File: config.mk
export PLATFORM = sky130hd
export DESIGN_NAME = opnd_agu
export DESIGN_NICKNAME = d
export VERILOG_FILES = /design/src/rtl/opnd_agu.sv
export SDC_FILE = /design/constraint.sdc
export NUM_CORES = 1
export LEC_CHECK = 0
export BUFFER_PORTS_ARGS = -buffer_cell sky130_fd_sc_hd__buf_4
export CORE_ASPECT_RATIO = 1.5
export CORE_MARGIN = 1.5
export CORE_UTILIZATION = 30
export CTS_BUF_LIST = sky130_fd_sc_hd__clkbuf_2 sky130_fd_sc_hd__clkbuf_4 sky130_fd_sc_hd__clkbuf_8
export CTS_CLUSTER_DIAMETER = 120
export DETAILED_ROUTE_END_ITERATION = 10
export GPL_TIMING_DRIVEN = 1
export HOLD_SLACK_MARGIN = 0.02
export MAX_ROUTING_LAYER = met4
export PLACE_DENSITY = 0.46
export SYNTH_ARGS = -nofsm -noshare
export SYNTH_HDL_FRONTEND = slang
export SYNTH_SLANG_ARGS = --single-unit
File: constraint.sdc
create_clock -name clk -period 4.9 [get_ports clk]
set_clock_uncertainty 0.2 [all_clocks]
set_input_delay 0 -clock clk [delete_from_list [all_inputs] [get_ports clk]]
set_output_delay 0 -clock clk [all_outputs]
set_load 0.01 [all_outputs]
File: src/rtl/opnd_agu.sv
module opnd_agu #(
  parameter int AW     = 16,
  parameter int RW     = 4,
  parameter int SP_IDX = 15
) (
  input  logic          clk,
  input  logic          rst_n,
  input  logic          start,
  input  logic [1:0]    mode,
  input  logic [RW-1:0] reg_sel,
  input  logic          byte_sel,
  input  logic          wr,
  input  logic [AW-1:0] reg_val,
  input  logic          ofs_valid,
  input  logic [AW-1:0] ofs_data,
  output logic          ofs_ready,
  output logic [AW-1:0] ea,
  output logic [AW-1:0] wb_val,
  output logic          wb_en,
  output logic          illegal,
  output logic          done
);
  localparam logic [1:0] M_IND = 2'b00;
  localparam logic [1:0] M_INC = 2'b01;
  localparam logic [1:0] M_OFS = 2'b10;
  localparam logic [RW-1:0] SP = RW'(SP_IDX);
  localparam logic [AW-1:0] TWO = AW'(2);

  logic          waiting;
  logic [AW-1:0] base_q;

  wire          is_sp = (reg_sel == SP);
  wire [AW-1:0] step  = byte_sel ? AW'(1) : TWO;
  wire          bad   = (mode == 2'b11) || (is_sp && mode == M_INC) ||
                        (is_sp && mode == M_IND && byte_sel);

  assign ofs_ready = waiting;

  always_ff @(posedge clk) begin
    if (!rst_n) begin
      waiting <= 1'b0;
      base_q  <= '0;
      ea      <= '0;
      wb_val  <= '0;
      wb_en   <= 1'b0;
      illegal <= 1'b0;
      done    <= 1'b0;
    end else begin
      done    <= 1'b0;
      wb_en   <= 1'b0;
      illegal <= 1'b0;
      if (waiting) begin
        if (ofs_valid) begin
          ea      <= base_q + ofs_data;
          done    <= 1'b1;
          waiting <= 1'b0;
        end
      end else if (start) begin
        if (bad) begin
          ea      <= '0;
          illegal <= 1'b1;
          done    <= 1'b1;
        end else if (mode == M_OFS) begin
          base_q  <= reg_val;
          waiting <= 1'b1;
        end else if (is_sp) begin
          ea     <= wr ? reg_val - TWO : reg_val;
          wb_val <= wr ? reg_val - TWO : reg_val + TWO;
          wb_en  <= 1'b1;
          done   <= 1'b1;
        end else begin
          ea     <= reg_val;
          wb_val <= reg_val + step;
          wb_en  <= (mode == M_INC);
          done   <= 1'b1;
        end
      end
    end
  end
endmodule

======== Word-level counts from Yosys, hierarchy flattened ========
Index checks and enable logic that the tools add are counted.
operators by class
  add/subtract/negate cells ............... 4
  eq/ne operators ......................... 6
  multiplexer cells ....................... 22
  bitwise gates (word level) .............. 5
  reduce and logical (&&, ||, !) cells .... 12
operators with widths
  kind                   count
  $mux 16                9
  $add 16x16->16         1
  $add 16x2->16          1
  $add 16x2->16 const B  1
  $sub 16x2->16 const B  1
  $mux 1                 12
  $reduce_and 4->1       2
  $not 1->1              5
  $reduce_or 5->1        1
  $eq 2x2->1 const B     2
  $eq 4x4->1 const B     1
  $logic_and 1x1->1      3
  $ne 3x3->1 const B     1
  $reduce_and 3->1       1
  $reduce_or 3->1        1
  $eq 2x1->1 const B     1
  $logic_not 2->1        1
  $logic_or 1x1->1       2
  $mux 2                 1
  $ne 2x2->1 const B     1
  $reduce_bool 2->1      1
word-level totals
  bits in registers ....................... 52
  input bits .............................. 44
  logic and storage cells ................. 56

======== Logic depth before layout (Yosys ltp) ========
  depth after elaboration ................. 7
  depth in mapped cells ................... 9

======== Worst setup path after synthesis ========
Ideal clock, no wire load.
  path kind ............................... register to register
  from .................................... register base_q[0]
  to ...................................... register ea[12]
  setup time .............................. 74 ps
  arrival time ............................ 2303 ps
  data required time ...................... 4626 ps
  path slack .............................. 2322 ps
  stages on the path, launching flop included .. 9
  buffers on the path ..................... 0
  clock period less this slack ............ 2578 ps
  path through ............................ dfxtp_1 ha_1 fa_1 a211oi_2 o21ai_4 a2111oi_4 nor3b_1 or3b_1 a31oi_1
between the ends
  word-level cells in the longest chain between the ends .. 3
ends and longest elaborated chain
  what                    RTL line  text
  start, declared         30        logic [AW-1:0] base_q;
  start signal, assigned  64        base_q <= reg_val;
  $add 16x16->16          54        ea <= base_q + ofs_data;
  $mux 16                 53        if (ofs_valid) begin
  $mux 16                 52        if (waiting) begin
  end signal, assigned    54
  end signal, assigned    67        ea <= wr ? reg_val - TWO : reg_val;
  end signal, assigned    72        ea <= reg_val;
  end, declared           17        output logic [AW-1:0] ea,
No other way between the ends. The select of a mux whose other input is x is not followed.
A chain may end at the register's enable or synchronous reset.

======== Worst setup path after layout ========
  from .................................... register waiting, in the netlist ofs_ready
  to ...................................... register wb_en
between the ends
  word-level cells in the longest chain between the ends .. 1
ends and longest elaborated chain
  what                       RTL line  text
  start, declared            29        logic waiting;
  start signal, assigned     41        waiting <= 1'b0;
  start signal, assigned     56        waiting <= 1'b0;
  start signal, assigned     65        waiting <= 1'b1;
  $reduce_or 5->1 (no line)  -
  end signal, assigned       74        wb_en <= (mode == M_INC);
  end, declared              19        output logic wb_en,
No other way between the ends.

==> results summary <==
The number of distinct library cells after synthesis is 66. Clock-pin slew was measured on the worst setup and hold paths at 100 ps. TritonCTS built the clock tree. The root buffer cell chosen for the clock tree is sky130_fd_sc_hd__clkbuf_8.

The slew of the pin with the lowest slew margin came out at 1156 ps. The routed wire length came out at 14410 um. The first detailed-routing pass ran for 5 iterations. The floorplan has 51 rows.

For this design the ratio of total power to cell area is 213.2 mW/mm2. For this design, the slowest cell found on the critical path is sky130_fd_sc_hd__dfxtp_1. The TritonCTS buffer count came out at 5.

The maximum operating frequency is 277.9 MHz. The critical path is of the flip-flop to flip-flop type. The global-route usage over all layers is 21.16%. The count of clock tree sinks came out at 52.

The initial cell density of the core came out at 30.54%. After synthesis, the share of flip-flops with an asynchronous set or reset is 0%. Summed over all layers, the global routing overflow is 0. Dividing the detail-routed via count by the number of cells gives 5.514. Counting I/O delays and the setup requirement, the final critical path takes 3598 ps. Together, buffers and inverters on the worst path number 1. The final hold violation count is 0.

The critical path data arrival time is 3670 ps. Setup violations remaining at the end of the flow were counted as 0. For this design the top-level I/O count stands at 80.

The via count of the first global-routing pass came out at 4212. The final RePlAce weighted congestion came out at 0.8844. The area of the mapped netlist came out at 0.003956 mm2. The full die area is 0.01390 mm2. The buffer levels on the longest clock path is 2. The height of the chip came out at 143.6 um. The number of buffers inserted by post-CTS setup repair is 0. Traced cell by cell, the critical path runs through a22o_1, and2_1, nand2_1, a21oi_1, dlygate4sd3_1. Input and output buffers added on the ports amount to 79. Of all nets on the critical path, the largest fanout is 21. The mean post-synth cell area is 7.479 um2. The path class of the lowest-slack min-delay path is primary input to flip-flop. The endpoint identified for the worst register-to-register timing path is wb_en$_SDFF_PP0_. The number of instances in the synthesized netlist is 529.

The first global-routing pass estimated 22700 um of wire. The endpoint type of the worst setup path is a flip-flop. In this run the tightest slew margin relative to its limit is 22.65%.

The antenna violation net count after detailed routing is 0. The nature of the critical path startpoint is a flip-flop. The count of flip-flops with a built-in enable after synthesis came out at 0. 0 antenna diodes ended up in the layout. The half-perimeter wire length after placement is 10820 um. The worst stage delay on the critical path came out at 850 ps. The number of remaining DRC errors is 0. The H-tree level count is 2.

The first routing iteration left 187 violations. The post-layout net count is 677. The region available for standard cell placement spans 0.01295 mm2.

The largest net degree at the start of global routing is 39. The final-layout fill cell count came out at 1413. The relative area change from synthesis to final layout came out at 26.47%. The max-capacitance violation count is 0. The count of vias placed by the detailed router is 4246.

The number of synthesis warnings is 0. The number of nets handed over by synthesis was 596. The number of antenna violations at the first check in global routing is 0. The die outline width came out at 96.77 um. The cell depth of the worst flop-to-flop path came out at 5. The number of cells on the worst hold path came out at 4. The portion of the clock cycle consumed by the worst path in the final layout is 73.43%. The share of layout cells above drive strength 1 is 17.02%. In the synthesized netlist the dominant register cell turns out to be sky130_fd_sc_hd__dfxtp_1.

The run finished with clean final reports. Data on the critical path is required at its endpoint by 4970 ps. For flop-to-flop paths, the worst setup slack is 1300 ps. The worst hold path terminates at ea[1]$_SDFFE_PN0P_. Once placement completed, the tool counted placed cells totaling 733. The share of the Yosys chip area taken by registers is 26.31%. Once layout is complete, the cells apart from fillers number 770.

The number of register bits inferred by synthesis is 52. The clock latency on the worst-skew pair came out at 320 ps. After routing, the total negative slack on setup checks comes to 0 ps.

IR analysis of the VDD net gives a maximum drop of 0.00009885 V. The static leakage is 2.017 nW. Setup repair after global routing left no endpoint under its margin. The worst hold path begins at ofs_data[1]. In this run the critical register-to-register path is launched from ofs_ready$_SDFF_PN0_. The wire length per cell after detailed routing is 18.71 um. The number of max-slew violations in the final report came to 0. Broken down by cell family, the worst path's largest delay share belongs to simple AND/OR/NAND/NOR gates.
==> state kept, by name (all words and copies together) (netlist names) <==
name / flops
base_q: 16
ea: 16
wb_val: 16
done: 1
illegal: 1
ofs_ready: 1
wb_en: 1
==> metrics by stage <==
stage	setup WS (ps)	hold slack, ps	instance area [um2]	util, %	power [mW]
floorplan	2322	-64.03	3956	-	0.6517
global route	1061	66.54	5004	38.63	1.128
CTS	1271	32.55	5004	38.63	1.082
detailed placement	1738	99.01	4616	35.63	0.7776
global placement	1832	90.66	4616	35.63	0.7760
finish	1302	31.02	5004	38.63	1.067
==> report_power, final <==
part	internal (mW)	total, mW	switching [mW]
registers	0.450	0.468	0.0185
logic	0.138	0.316	0.178
clock network	0.127	0.283	0.156
total	0.714	1.07	0.353
==> cells in the final DEF, fill, tap and decap left out, drive strengths merged, types with 7 or more instances in the layout <==
cell and count:
buf 82, nand2 70, dfxtp 52, a21oi 50
nor2 48, o21ai 32, dlygate4sd3 29, ha 21
nand3 20, nand4 17, xnor2 16, nor3 14
inv 11, a21o 11, a211oi 11, a31oi 9
xor2 8, nor4 8, clkbuf 8, o211ai 7
==> Yosys cell counts, types with 3 or more instances <==
master                      n  area (um2)
sky130_fd_sc_hd__dfxtp_1   52        1041
sky130_fd_sc_hd__a21o_1    11       82.58
sky130_fd_sc_hd__nand2b_1   5       31.28
sky130_fd_sc_hd__o311ai_1   3       26.28
sky130_fd_sc_hd__a211oi_1  10       75.07
sky130_fd_sc_hd__nand3_1   20       100.1
sky130_fd_sc_hd__buf_2     10       50.05
sky130_fd_sc_hd__xor2_1     8       70.07
sky130_fd_sc_hd__a21oi_1   50       250.2
sky130_fd_sc_hd__inv_1     11       41.29
sky130_fd_sc_hd__nor3b_1    3       22.52
sky130_fd_sc_hd__a22oi_1    3       22.52
sky130_fd_sc_hd__a32oi_1    3       26.28
sky130_fd_sc_hd__a21boi_0   3       22.52
sky130_fd_sc_hd__and3_1     4       25.02
sky130_fd_sc_hd__ha_1      21       262.8
sky130_fd_sc_hd__o21ai_0   23       115.1
sky130_fd_sc_hd__nor2_1    48       180.2
sky130_fd_sc_hd__a221oi_1   5       43.79
sky130_fd_sc_hd__clkbuf_1  25       93.84
sky130_fd_sc_hd__xnor2_1   16       140.1
sky130_fd_sc_hd__and4_1     4       35.03
sky130_fd_sc_hd__nor2b_1    4       25.02
sky130_fd_sc_hd__o21bai_1   4       30.03
sky130_fd_sc_hd__o22ai_1    3       18.77
sky130_fd_sc_hd__o211ai_1   7       52.55
sky130_fd_sc_hd__nand4_1   16       100.1
sky130_fd_sc_hd__a31oi_1    9       56.30
sky130_fd_sc_hd__nor4_1     7       43.79
sky130_fd_sc_hd__or3_1      3       18.77
sky130_fd_sc_hd__o21ai_1    8       40.04
sky130_fd_sc_hd__nand2_1   70       262.8
sky130_fd_sc_hd__nor3_1    13       65.06
sky130_fd_sc_hd__nand3b_1   4       30.03
sky130_fd_sc_hd__and2_1     5       31.28
==> worst max path at each step <==
stage / start / to / slack [ps] / cells after the start
after floorplan: base_q[0]$_SDFFE_PN0P_ / ea[12]$_SDFFE_PN0P_ / 2320 / 8
after global routing: ofs_ready$_SDFF_PN0_ / wb_en$_SDFF_PP0_ / 1060 / 5
after detailed placement: ofs_ready$_SDFF_PN0_ / wb_val[10]$_SDFFE_PN0P_ / 1740 / 5
after global placement: ofs_ready$_SDFF_PN0_ / wb_val[10]$_SDFFE_PN0P_ / 1830 / 5
final: ofs_ready$_SDFF_PN0_ / wb_en$_SDFF_PP0_ / 1300 / 5
after CTS: ofs_ready$_SDFF_PN0_ / wb_en$_SDFF_PP0_ / 1270 / 5
==> routing by layer <==
metal	track usage (%)	vias up	part of all wire (%)
met2	37.28	117	52
met1	25.24	2008	42
li1	-	2099	-
met4	8.009	0	3.0
met3	1.556	22	3.3
met5	-	-	0
==> cell families (layout without fill, tap and decap cells) <==
group | Yosys count | after routing | synth area share (%)
AND/OR/NAND/NOR | 221 | 221 | 28.34
AO/OA/AOI/OAI | 158 | 158 | 26.63
flip-flops | 52 | 52 | 26.31
buffers and inverters | 48 | 130 | 4.965
XOR/XNOR | 24 | 24 | 5.313
adder cells (fa/ha/maj) | 23 | 23 | 7.653
multiplexers | 3 | 3 | 0.7906
==> worst min-delay path, delay by kind of cell <==
| kind | cells | cell delay (ps) |
|---|---|---|
| AOI/OAI and AO/OA | 1 | 100 |
| buffers and inverters | 1 | 100 |
| adders and majority gates | 1 | 190 |
| and+or+nand+nor | 1 | 120 |
==> layout make-up <==
type	instances	area [um2]	share of cell area (%)
Multi-Input combinational cell	429	2719	54.34
Timing Repair Buffer	111	905.9	18.10
Clock buffer	8	97.59	1.950
Inverter	11	41.29	0.8252
Tap cell	159	198.9	3.976
Sequential cell	52	1041	20.81
==> what timing repair did <==
action,4_1_cts,5_1_grt
hold buffers,29,0
resized for setup,0,0
hold endpoints to repair,48,0
(Power assumes the default switching activity.)
